File: config.mk
export PLATFORM = sky130hd
export DESIGN_NAME = rto_link_host
export DESIGN_NICKNAME = d
export VERILOG_FILES = /design/src/rtl/rto_pkg.sv /design/src/rtl/rto_sync.sv /design/src/rtl/rto_bit_tx.sv /design/src/rtl/rto_bit_rx.sv /design/src/rtl/rto_link_host.sv
export SDC_FILE = /design/constraint.sdc
export NUM_CORES = 1
export LEC_CHECK = 0
export BUFFER_PORTS_ARGS = -buffer_cell sky130_fd_sc_hd__buf_2
export CAP_MARGIN = 20
export CORE_AREA = 2 2 105 107
export CTS_CLUSTER_SIZE = 20
export DETAILED_ROUTE_END_ITERATION = 10
export DIE_AREA = 0 0 107 109
export PLACE_DENSITY_LB_ADDON = 0.25
export SKIP_CTS_REPAIR_TIMING = 1
export SLEW_MARGIN = 10
export SYNTH_ARGS = -nofsm -noshare
export SYNTH_HDL_FRONTEND = slang
export SYNTH_HIERARCHICAL = 1
export SYNTH_SLANG_ARGS = --single-unit
export TNS_END_PERCENT = 20
File: constraint.sdc
create_clock -name clk -period 12.4 [get_ports clk]
set_input_delay 2.48 -clock clk [delete_from_list [all_inputs] [get_ports clk]]
set_output_delay 2.48 -clock clk [all_outputs]
set_load 0.02 [all_outputs]
File: src/rtl/rto_pkg.sv
// Shared types for the single-wire return-to-one host.
package rto_pkg;

    // Transaction sequencer states.
    typedef enum logic [2:0] {
        ST_IDLE,
        ST_BRK,
        ST_CMD,
        ST_WDAT,
        ST_RDAT
    } rto_state_e;

    // Receive sampler modes.
    typedef enum logic [1:0] {
        RX_IDLE,
        RX_WAIT,
        RX_SAMP
    } rx_mode_e;

endpackage

File: src/rtl/rto_sync.sv
// Two-flop synchroniser for the sensed line, plus a falling-edge detector.
// Assumes line_i is asynchronous and idles high. Outputs are registered-level
// based; fall_o is high for one cycle per detected high-to-low transition.
module rto_sync (
    input  logic clk,
    input  logic rst_n,
    input  logic line_i,
    output logic level_o,
    output logic fall_o
);
    logic s1_q, s2_q, s3_q;

    // Shift the line through the synchroniser and one history stage.
    always_ff @(posedge clk) begin
        if (!rst_n) begin
            s1_q <= 1'b1;
            s2_q <= 1'b1;
            s3_q <= 1'b1;
        end else begin
            s1_q <= line_i;
            s2_q <= s1_q;
            s3_q <= s2_q;
        end
    end

    assign level_o = s2_q;
    assign fall_o  = s3_q & ~s2_q;

endmodule

File: src/rtl/rto_bit_tx.sv
// Low-pulse generator: on go_i, drives oe_o for low_len_i cycles and then
// releases it until cyc_len_i cycles have elapsed. done_o marks the final
// cycle, in which a new go_i may be accepted so frames run back to back.
// Assumes 0 < low_len_i < cyc_len_i. Used for both data bits and breaks.
module rto_bit_tx #(
    parameter int CW = 16
) (
    input  logic          clk,
    input  logic          rst_n,
    input  logic          go_i,
    input  logic [CW-1:0] low_len_i,
    input  logic [CW-1:0] cyc_len_i,
    output logic          oe_o,
    output logic          done_o
);
    logic          active_q;
    logic [CW-1:0] cnt_q;
    logic [CW-1:0] lo_q;
    logic [CW-1:0] cy_q;

    assign done_o = active_q && (cnt_q == cy_q - 1'b1);
    assign oe_o   = active_q && (cnt_q < lo_q);

    // Latch the frame lengths on go and count through the frame.
    always_ff @(posedge clk) begin
        if (!rst_n) begin
            active_q <= 1'b0;
            cnt_q    <= '0;
            lo_q     <= '0;
            cy_q     <= '0;
        end else if (go_i) begin
            active_q <= 1'b1;
            cnt_q    <= '0;
            lo_q     <= low_len_i;
            cy_q     <= cyc_len_i;
        end else if (done_o) begin
            active_q <= 1'b0;
        end else if (active_q) begin
            cnt_q <= cnt_q + 1'b1;
        end
    end

    // A new frame may only start when the previous one is over.
    p_go_when_free_r4: assert property (@(posedge clk) disable iff (!rst_n)
        go_i |-> (!active_q || done_o));

endmodule

File: src/rtl/rto_bit_rx.sv
// Slave-bit sampler: after arm_i, waits for a falling edge; SAMPLE cycles
// after it, reports the synchronised level as one bit. If no edge arrives
// within TIMEOUT cycles it reports tmo_o instead. Returns to idle after
// either event; arm_i takes priority so it can be re-armed on valid_o.
module rto_bit_rx
    import rto_pkg::*;
#(
    parameter int SAMPLE  = 17,
    parameter int TIMEOUT = 100
) (
    input  logic clk,
    input  logic rst_n,
    input  logic arm_i,
    input  logic fall_i,
    input  logic level_i,
    output logic valid_o,
    output logic bit_o,
    output logic tmo_o
);
    localparam int TMAX = (TIMEOUT > SAMPLE) ? TIMEOUT : SAMPLE;
    localparam int TW   = $clog2(TMAX + 1);
    localparam logic [TW-1:0] SAMP_LAST = TW'(SAMPLE - 1);
    localparam logic [TW-1:0] TMO_LAST  = TW'(TIMEOUT - 1);

    rx_mode_e      mode_q;
    logic [TW-1:0] cnt_q;

    assign valid_o = (mode_q == RX_SAMP) && (cnt_q == SAMP_LAST);
    assign bit_o   = level_i;
    assign tmo_o   = (mode_q == RX_WAIT) && !fall_i && (cnt_q == TMO_LAST);

    // Walk wait -> sample -> idle, or wait -> idle on timeout.
    always_ff @(posedge clk) begin
        if (!rst_n) begin
            mode_q <= RX_IDLE;
            cnt_q  <= '0;
        end else if (arm_i) begin
            mode_q <= RX_WAIT;
            cnt_q  <= '0;
        end else begin
            unique case (mode_q)
                RX_WAIT: begin
                    if (fall_i) begin
                        mode_q <= RX_SAMP;
                        cnt_q  <= '0;
                    end else if (tmo_o) begin
                        mode_q <= RX_IDLE;
                    end else begin
                        cnt_q <= cnt_q + 1'b1;
                    end
                end
                RX_SAMP: begin
                    if (valid_o) mode_q <= RX_IDLE;
                    else         cnt_q  <= cnt_q + 1'b1;
                end
                default: ;
            endcase
        end
    end

    // The sequencer only arms a free sampler (or one just finishing a bit).
    p_arm_when_free_r6: assert property (@(posedge clk) disable iff (!rst_n)
        arm_i |-> (mode_q == RX_IDLE || valid_o));

endmodule

File: src/rtl/rto_link_host.sv
// Host controller for a single-wire, open-drain, return-to-one serial link.
// Sequences an optional break, the command byte, then a write data byte or
// a received byte. Assumes an external pull-up; line_oe_o = 1 pulls low.
// All timings are in clock cycles with ONE_LOW < SAMPLE_PT < ZERO_LOW < BIT_CYC.
module rto_link_host
    import rto_pkg::*;
#(
    parameter int BIT_CYC      = 50000,
    parameter int ONE_LOW      = 10000,
    parameter int ZERO_LOW     = 33000,
    parameter int SAMPLE_PT    = 21000,
    parameter int BRK_LOW      = 47500,
    parameter int BRK_REC      = 10000,
    parameter int RESP_TIMEOUT = 62500
) (
    input  logic       clk,
    input  logic       rst_n,
    input  logic       start_i,
    input  logic       wr_i,
    input  logic       brk_i,
    input  logic [6:0] addr_i,
    input  logic [7:0] wdata_i,
    input  logic       line_i,
    output logic       line_oe_o,
    output logic       busy_o,
    output logic       done_o,
    output logic       err_o,
    output logic [7:0] rdata_o
);
    localparam int BYTE_W  = 8;
    localparam int IDX_W   = $clog2(BYTE_W);
    localparam int BRK_CYC = BRK_LOW + BRK_REC;
    localparam int MAXC    = (BRK_CYC > BIT_CYC) ? BRK_CYC : BIT_CYC;
    localparam int CW      = $clog2(MAXC + 1);
    localparam logic [IDX_W-1:0] IDX_LAST = IDX_W'(BYTE_W - 1);

    rto_state_e        state_q;
    logic [BYTE_W-1:0] sh_q;
    logic [BYTE_W-1:0] wd_q;
    logic [IDX_W-1:0]  idx_q;
    logic              wr_q;
    logic              need_brk_q;
    logic              done_q;
    logic              err_q;
    logic [BYTE_W-1:0] rdata_q;

    logic              tx_go, tx_done;
    logic [CW-1:0]     tx_low, tx_cyc;
    logic              rx_arm, rx_valid, rx_bit, rx_tmo;
    logic              ln_level, ln_fall;
    logic [BYTE_W-1:0] cmd_byte;

    assign cmd_byte = {wr_i, addr_i};

    // Low-pulse length that encodes one bit value.
    function automatic logic [CW-1:0] low_for(input logic b);
        return b ? CW'(ONE_LOW) : CW'(ZERO_LOW);
    endfunction

    rto_sync u_sync (
        .clk     (clk),
        .rst_n   (rst_n),
        .line_i  (line_i),
        .level_o (ln_level),
        .fall_o  (ln_fall)
    );

    rto_bit_tx #(.CW(CW)) u_tx (
        .clk       (clk),
        .rst_n     (rst_n),
        .go_i      (tx_go),
        .low_len_i (tx_low),
        .cyc_len_i (tx_cyc),
        .oe_o      (line_oe_o),
        .done_o    (tx_done)
    );

    rto_bit_rx #(.SAMPLE(SAMPLE_PT), .TIMEOUT(RESP_TIMEOUT)) u_rx (
        .clk     (clk),
        .rst_n   (rst_n),
        .arm_i   (rx_arm),
        .fall_i  (ln_fall),
        .level_i (ln_level),
        .valid_o (rx_valid),
        .bit_o   (rx_bit),
        .tmo_o   (rx_tmo)
    );

    // Decide when to launch the next pulse frame or arm the sampler.
    always_comb begin
        tx_go  = 1'b0;
        tx_low = low_for(sh_q[0]);
        tx_cyc = CW'(BIT_CYC);
        rx_arm = 1'b0;
        unique case (state_q)
            ST_IDLE: if (start_i) begin
                tx_go = 1'b1;
                if (need_brk_q || brk_i) begin
                    tx_low = CW'(BRK_LOW);
                    tx_cyc = CW'(BRK_CYC);
                end else begin
                    tx_low = low_for(cmd_byte[0]);
                end
            end
            ST_BRK: if (tx_done) begin
                tx_go  = 1'b1;
                tx_low = low_for(sh_q[0]);
            end
            ST_CMD: if (tx_done) begin
                if (idx_q == IDX_LAST) begin
                    if (wr_q) begin
                        tx_go  = 1'b1;
                        tx_low = low_for(wd_q[0]);
                    end else begin
                        rx_arm = 1'b1;
                    end
                end else begin
                    tx_go  = 1'b1;
                    tx_low = low_for(sh_q[1]);
                end
            end
            ST_WDAT: if (tx_done && idx_q != IDX_LAST) begin
                tx_go  = 1'b1;
                tx_low = low_for(sh_q[1]);
            end
            ST_RDAT: if (rx_valid && idx_q != IDX_LAST) rx_arm = 1'b1;
            default: ;
        endcase
    end

    // Advance the transaction, shift bits, and record results.
    always_ff @(posedge clk) begin
        if (!rst_n) begin
            state_q    <= ST_IDLE;
            sh_q       <= '0;
            wd_q       <= '0;
            idx_q      <= '0;
            wr_q       <= 1'b0;
            need_brk_q <= 1'b1;
            done_q     <= 1'b0;
            err_q      <= 1'b0;
            rdata_q    <= '0;
        end else begin
            done_q <= 1'b0;
            unique case (state_q)
                ST_IDLE: if (start_i) begin
                    state_q <= (need_brk_q || brk_i) ? ST_BRK : ST_CMD;
                    sh_q    <= cmd_byte;
                    wd_q    <= wdata_i;
                    wr_q    <= wr_i;
                    idx_q   <= '0;
                    err_q   <= 1'b0;
                end
                ST_BRK: if (tx_done) begin
                    state_q    <= ST_CMD;
                    need_brk_q <= 1'b0;
                end
                ST_CMD: if (tx_done) begin
                    idx_q <= (idx_q == IDX_LAST) ? '0 : idx_q + 1'b1;
                    if (idx_q == IDX_LAST) begin
                        state_q <= wr_q ? ST_WDAT : ST_RDAT;
                        sh_q    <= wd_q;
                    end else begin
                        sh_q <= sh_q >> 1;
                    end
                end
                ST_WDAT: if (tx_done) begin
                    if (idx_q == IDX_LAST) begin
                        state_q <= ST_IDLE;
                        done_q  <= 1'b1;
                    end else begin
                        sh_q  <= sh_q >> 1;
                        idx_q <= idx_q + 1'b1;
                    end
                end
                ST_RDAT: begin
                    if (rx_valid) begin
                        sh_q <= {rx_bit, sh_q[BYTE_W-1:1]};
                        if (idx_q == IDX_LAST) begin
                            rdata_q <= {rx_bit, sh_q[BYTE_W-1:1]};
                            done_q  <= 1'b1;
                            state_q <= ST_IDLE;
                        end else begin
                            idx_q <= idx_q + 1'b1;
                        end
                    end else if (rx_tmo) begin
                        err_q      <= 1'b1;
                        need_brk_q <= 1'b1;
                        state_q    <= ST_IDLE;
                    end
                end
                default: state_q <= ST_IDLE;
            endcase
        end
    end

    assign busy_o  = (state_q != ST_IDLE);
    assign done_o  = done_q;
    assign err_o   = err_q;
    assign rdata_o = rdata_q;

    p_oe_only_busy_r1: assert property (@(posedge clk) disable iff (!rst_n)
        line_oe_o |-> busy_o);
    p_release_in_read_r6: assert property (@(posedge clk) disable iff (!rst_n)
        (state_q == ST_RDAT) |-> !line_oe_o);
    p_done_single_r5: assert property (@(posedge clk) disable iff (!rst_n)
        done_o |=> !done_o);
    p_start_taken_r5: assert property (@(posedge clk) disable iff (!rst_n)
        (start_i && !busy_o) |=> busy_o);
    p_tmo_to_idle_r7: assert property (@(posedge clk) disable iff (!rst_n)
        rx_tmo |=> (err_o && !busy_o && !done_o));
    p_rdata_hold_r7: assert property (@(posedge clk) disable iff (!rst_n)
        !done_o |-> $stable(rdata_o));

endmodule

==> summary.txt <==
Run status
  – Outcome: finished clean

Setup path
  – CP bufs+invs: 1
  – CP Capture Type: output pin
  – Top cell by count, worst path: a21o_1
  – Arrival time worst endpoint: around 2500 ps
  – Critical R2R Launch: u_tx/cy_q[0]
  – Slowest CP cell: dfxtp_1
  – CP max stage delay: around 480 ps
  – Worst EP required: just under 10000 ps
  – FF-to-FF setup slack: around 8000 ps
  – Reg2Reg Capture Point: u_tx/cnt_q[2]
  – Startpoint Class: flop
  – Worst Path Max Fanout: 6
  – Cell family with most CP delay: compound AO/OA/AOI/OAI gates
  – Kind of critical path: reg -> out
  – Reg2Reg Depth: 17
  – Critical Path, Cell by Cell: ha_1 > a21o_1 > a21o_1 > a21oi_1 > o21ai_0 > a221o_1 > a31oi_1 > buf_2

Clocking
  – Sink Count: 104
  – CTS tree: yes
  – Worst-case clock buffer depth: 2
  – # H-tree levels: 3
  – CTS root buf: clkbuf_8
  – Worst-path clk slew: 100 ps
  – Cts bufs inserted: 9
  – Worst-Skew Late Latency: approximately 380 ps

Pwr
  – Seq pwr share: 51.9%
  – Internal power: 492 uW
  – Switching Fraction: 31.4%
  – Sw power: around 230 uW
  – Leakage power: between 0.002 and 0.003 uW
  – Comb pwr share: 22.0%
  – Clk network pwr share: between 20% and 30%
  – Peak VDD IR: about 0.062 mV
  – Pwr per Cell Area: 109 nW/um^2

Final layout
  – Sequential Area: around 2100 sq um
  – Layout area overhead: 6.48%
  – FILL cells: just over 900
  – Area taken by multi-input logic gates: 3790 sq um
  – Non-filler instance count after layout: 883
  – Fin nets: between 700 and 800
  – Ant. Diodes: 0
  – Layout cell share with drive strength beyond 1: 10.4%

Detailed routing
  – Metal2 WL: 6.36 mm
  – Antenna-violating nets left: 0
  – DR top layer: met4
  – Initial drt markers: roughly 340
  – WL met1: between 6 and 7 mm
  – Met3 wire length: 463 microns
  – Drt total wl: 13.2 mm
  – Drt first pass iters: 7
  – Remaining DRCs: 0
  – Vias per inst: about 5.8
  – Routed wire per std cell: around 15 microns
  – Via count: slightly above 5000

Placement
  – DP Cell Count: about 870
  – Placed wire-length estimate: around 9.5 mm
  – Placer Congestion: 0.857
  – # port buffers: 32

Synthesis
  – YS warnings: 6
  – Area contributors post-synth: dfxtp_1 34%, mux2i_1 8.4%, ha_1 4.7%, nand2_1 4.5%, nor2b_1 4.2%
  – Synthesis-stage register bit count: 104
  – Top-area cell type share of the netlist area: 33.8%
  – Ys async rst share: 0%
  – Count leader, synth: dfxtp_1
  – Main synth FF type: dfxtp_1
  – Post-synth EDFFs: 0
  – Most frequent cells after synthesis: 104 x dfxtp_1, 74 x nand2_1, 52 x mux2i_1, 41 x nor2b_1, 37 x inv_1
  – Cell accounting for the most synthesized area: dfxtp_1
  – Post-Syn Instances: a little over 700
  – Synth cell types: 85
  – Cell Area, Synth: between 6000 and 7000 sq um
  – Seq/Total Area, Yosys: 33.8%
  – Average size of a mapped cell: roughly 8.6 sq um

Die
  – Core Area: approximately 11000 sq um
  – Die height: about 110 microns
  – DIE AREA: about 12000 sq um
  – Starting Density: between 50% and 60%
  – Die Width: ~110 microns
  – Boundary pin count: 33
  – Row count: 38

Timing
  – Final min period: slightly below 5000 ps
  – Max Clk Rate: a little over 200 MHz
  – Max Slew Vio Count: 0
  – RSZ-0062 raised after global routing: no
  – Pin slew with the least headroom to its limit: roughly 810 ps
  – Setup TNS: 0 ps
  – Worst slew margin: between 40% and 50%
  – Setup violators final: 0
  – Fin crit share: between 40% and 50%
  – Clock skew: 11.3 ps
  – Hold Fails Final Rpt: 0

GRT
  – Grt ovf: 0
  – GR Util All Layers: about a quarter
  – Pin count of the biggest net entering global routing: a little under 80
  – Number of global-route vias before repair: about 4900
  – Antenna violations before repair: 0
  – First-pass GRT wire length: 22.2 mm

Run
  – Max-cap violation count: 0

Worst hold path
  – Worst Hold End: u_sync/level_o
  – Min-delay src: u_sync/s1_q
  – Worst Hold Class: reg -> reg
  – Hold depth: 1
[worst register-to-register path, delay by kind of cell (launching register included)]
family                     cells  cell delay, ps
AOI/OAI and AO/OA              5             850
adders and majority gates      1             190
buffers and inverters          4            1050
DFF                            1             350
and+or+nand+nor                7            1830
[how the worst max path moves through the flow]
| stage | depth (start not counted) | endpoint | startpoint | slack (ps) |
|---|---|---|---|---|
| CTS | 8 | line_oe_o | u_tx/cnt_q[1] | 7420 |
| global placement | 15 | u_tx/cnt_q[2] | u_tx/cy_q[0] | 7760 |
| global route | 8 | line_oe_o | u_tx/cnt_q[1] | 7300 |
| floorplan | 8 | u_tx/cnt_q[2] | start_i | 7900 |
| detailed placement | 15 | u_tx/cnt_q[2] | u_tx/cy_q[0] | 7620 |
| finish | 8 | line_oe_o | u_tx/cnt_q[1] | 7440 |
[through the flow]
stage          worst slack [ps]  total power (uW)  util (%)  hold WS (ps)  cell area (sq um)
2_1_floorplan              7900               509         -           386               6200
3_3_place_gp               7760               531      60.2           389               6380
3_5_place_dp               7620               537      60.2           396               6380
4_1_cts                    7420               724      61.7           419               6540
5_1_grt                    7300               759      61.9           454               6560
6_report                   7440               718      61.9           414               6560
[registers in the layout (all words and copies together) (netlist names), 2 cells and up]
name,flops
u_rx/cnt_q,16
u_tx/cnt_q,16
u_tx/cy_q,16
u_tx/lo_q,16
rdata_o,8
sh_q,8
wd_q,8
idx_q,3
state_q,3
u_rx/mode_q,2
[power by group through the flow]
| stage | clock [uW] | combinational [uW] | sequential [uW] |
|---|---|---|---|
| final | 187 | 158 | 373 |
| after floorplan | 0 | 138 | 372 |
| after global routing | 206 | 176 | 376 |
| after detailed placement | 0 | 156 | 380 |
| after CTS | 194 | 157 | 373 |
| after global placement | 0 | 151 | 380 |
[cells in the final DEF (no fill, tap or decap), types with 9 or more instances in the layout]
master	instances
nand2_1	74
nor2_1	35
nand4_1	10
xor2_1	16
inv_1	37
a21boi_0	20
nor2b_1	40
clkbuf_8	9
a211oi_1	9
a21oi_1	25
o21ai_0	17
mux2i_1	52
buf_2	32
ha_1	23
xnor2_1	14
nor3_1	25
conb_1	12
nand3_1	26
dfxtp_1	104
nand2b_1	18
[cells by family (layout without fill, tap and decap cells)]
group | after synthesis | count (layout) | synth area share (%)
xor+xnor | 30 | 30 | 4.26
flops | 104 | 104 | 33.8
fa+ha+maj | 23 | 23 | 4.67
other cells | 2 | 12 | 0.122
mux | 53 | 53 | 8.63
compound gates | 136 | 136 | 15.7
simple gates | 295 | 295 | 27.3
buf+inv | 74 | 90 | 5.58
[final cells by class]
| class | count | share of cell area, % |
|---|---|---|
| well taps | 140 | 2.67 |
| multi-input cells | 549 | 57.8 |
| repair buffers | 38 | 3.20 |
| clock buffers | 9 | 1.89 |
| flip-flops and latches | 104 | 31.7 |
| inverters | 37 | 2.12 |
| clock inverters | 6 | 0.572 |
[metal layers]
layer	global-route usage (%)	up-vias
met1	29.7	2411
met3	3.65	19
li1	-	2569
met5	0	-
met2	40.1	107
met4	10.7	0
No activity file was read; power rests on OpenSTA's default activity.
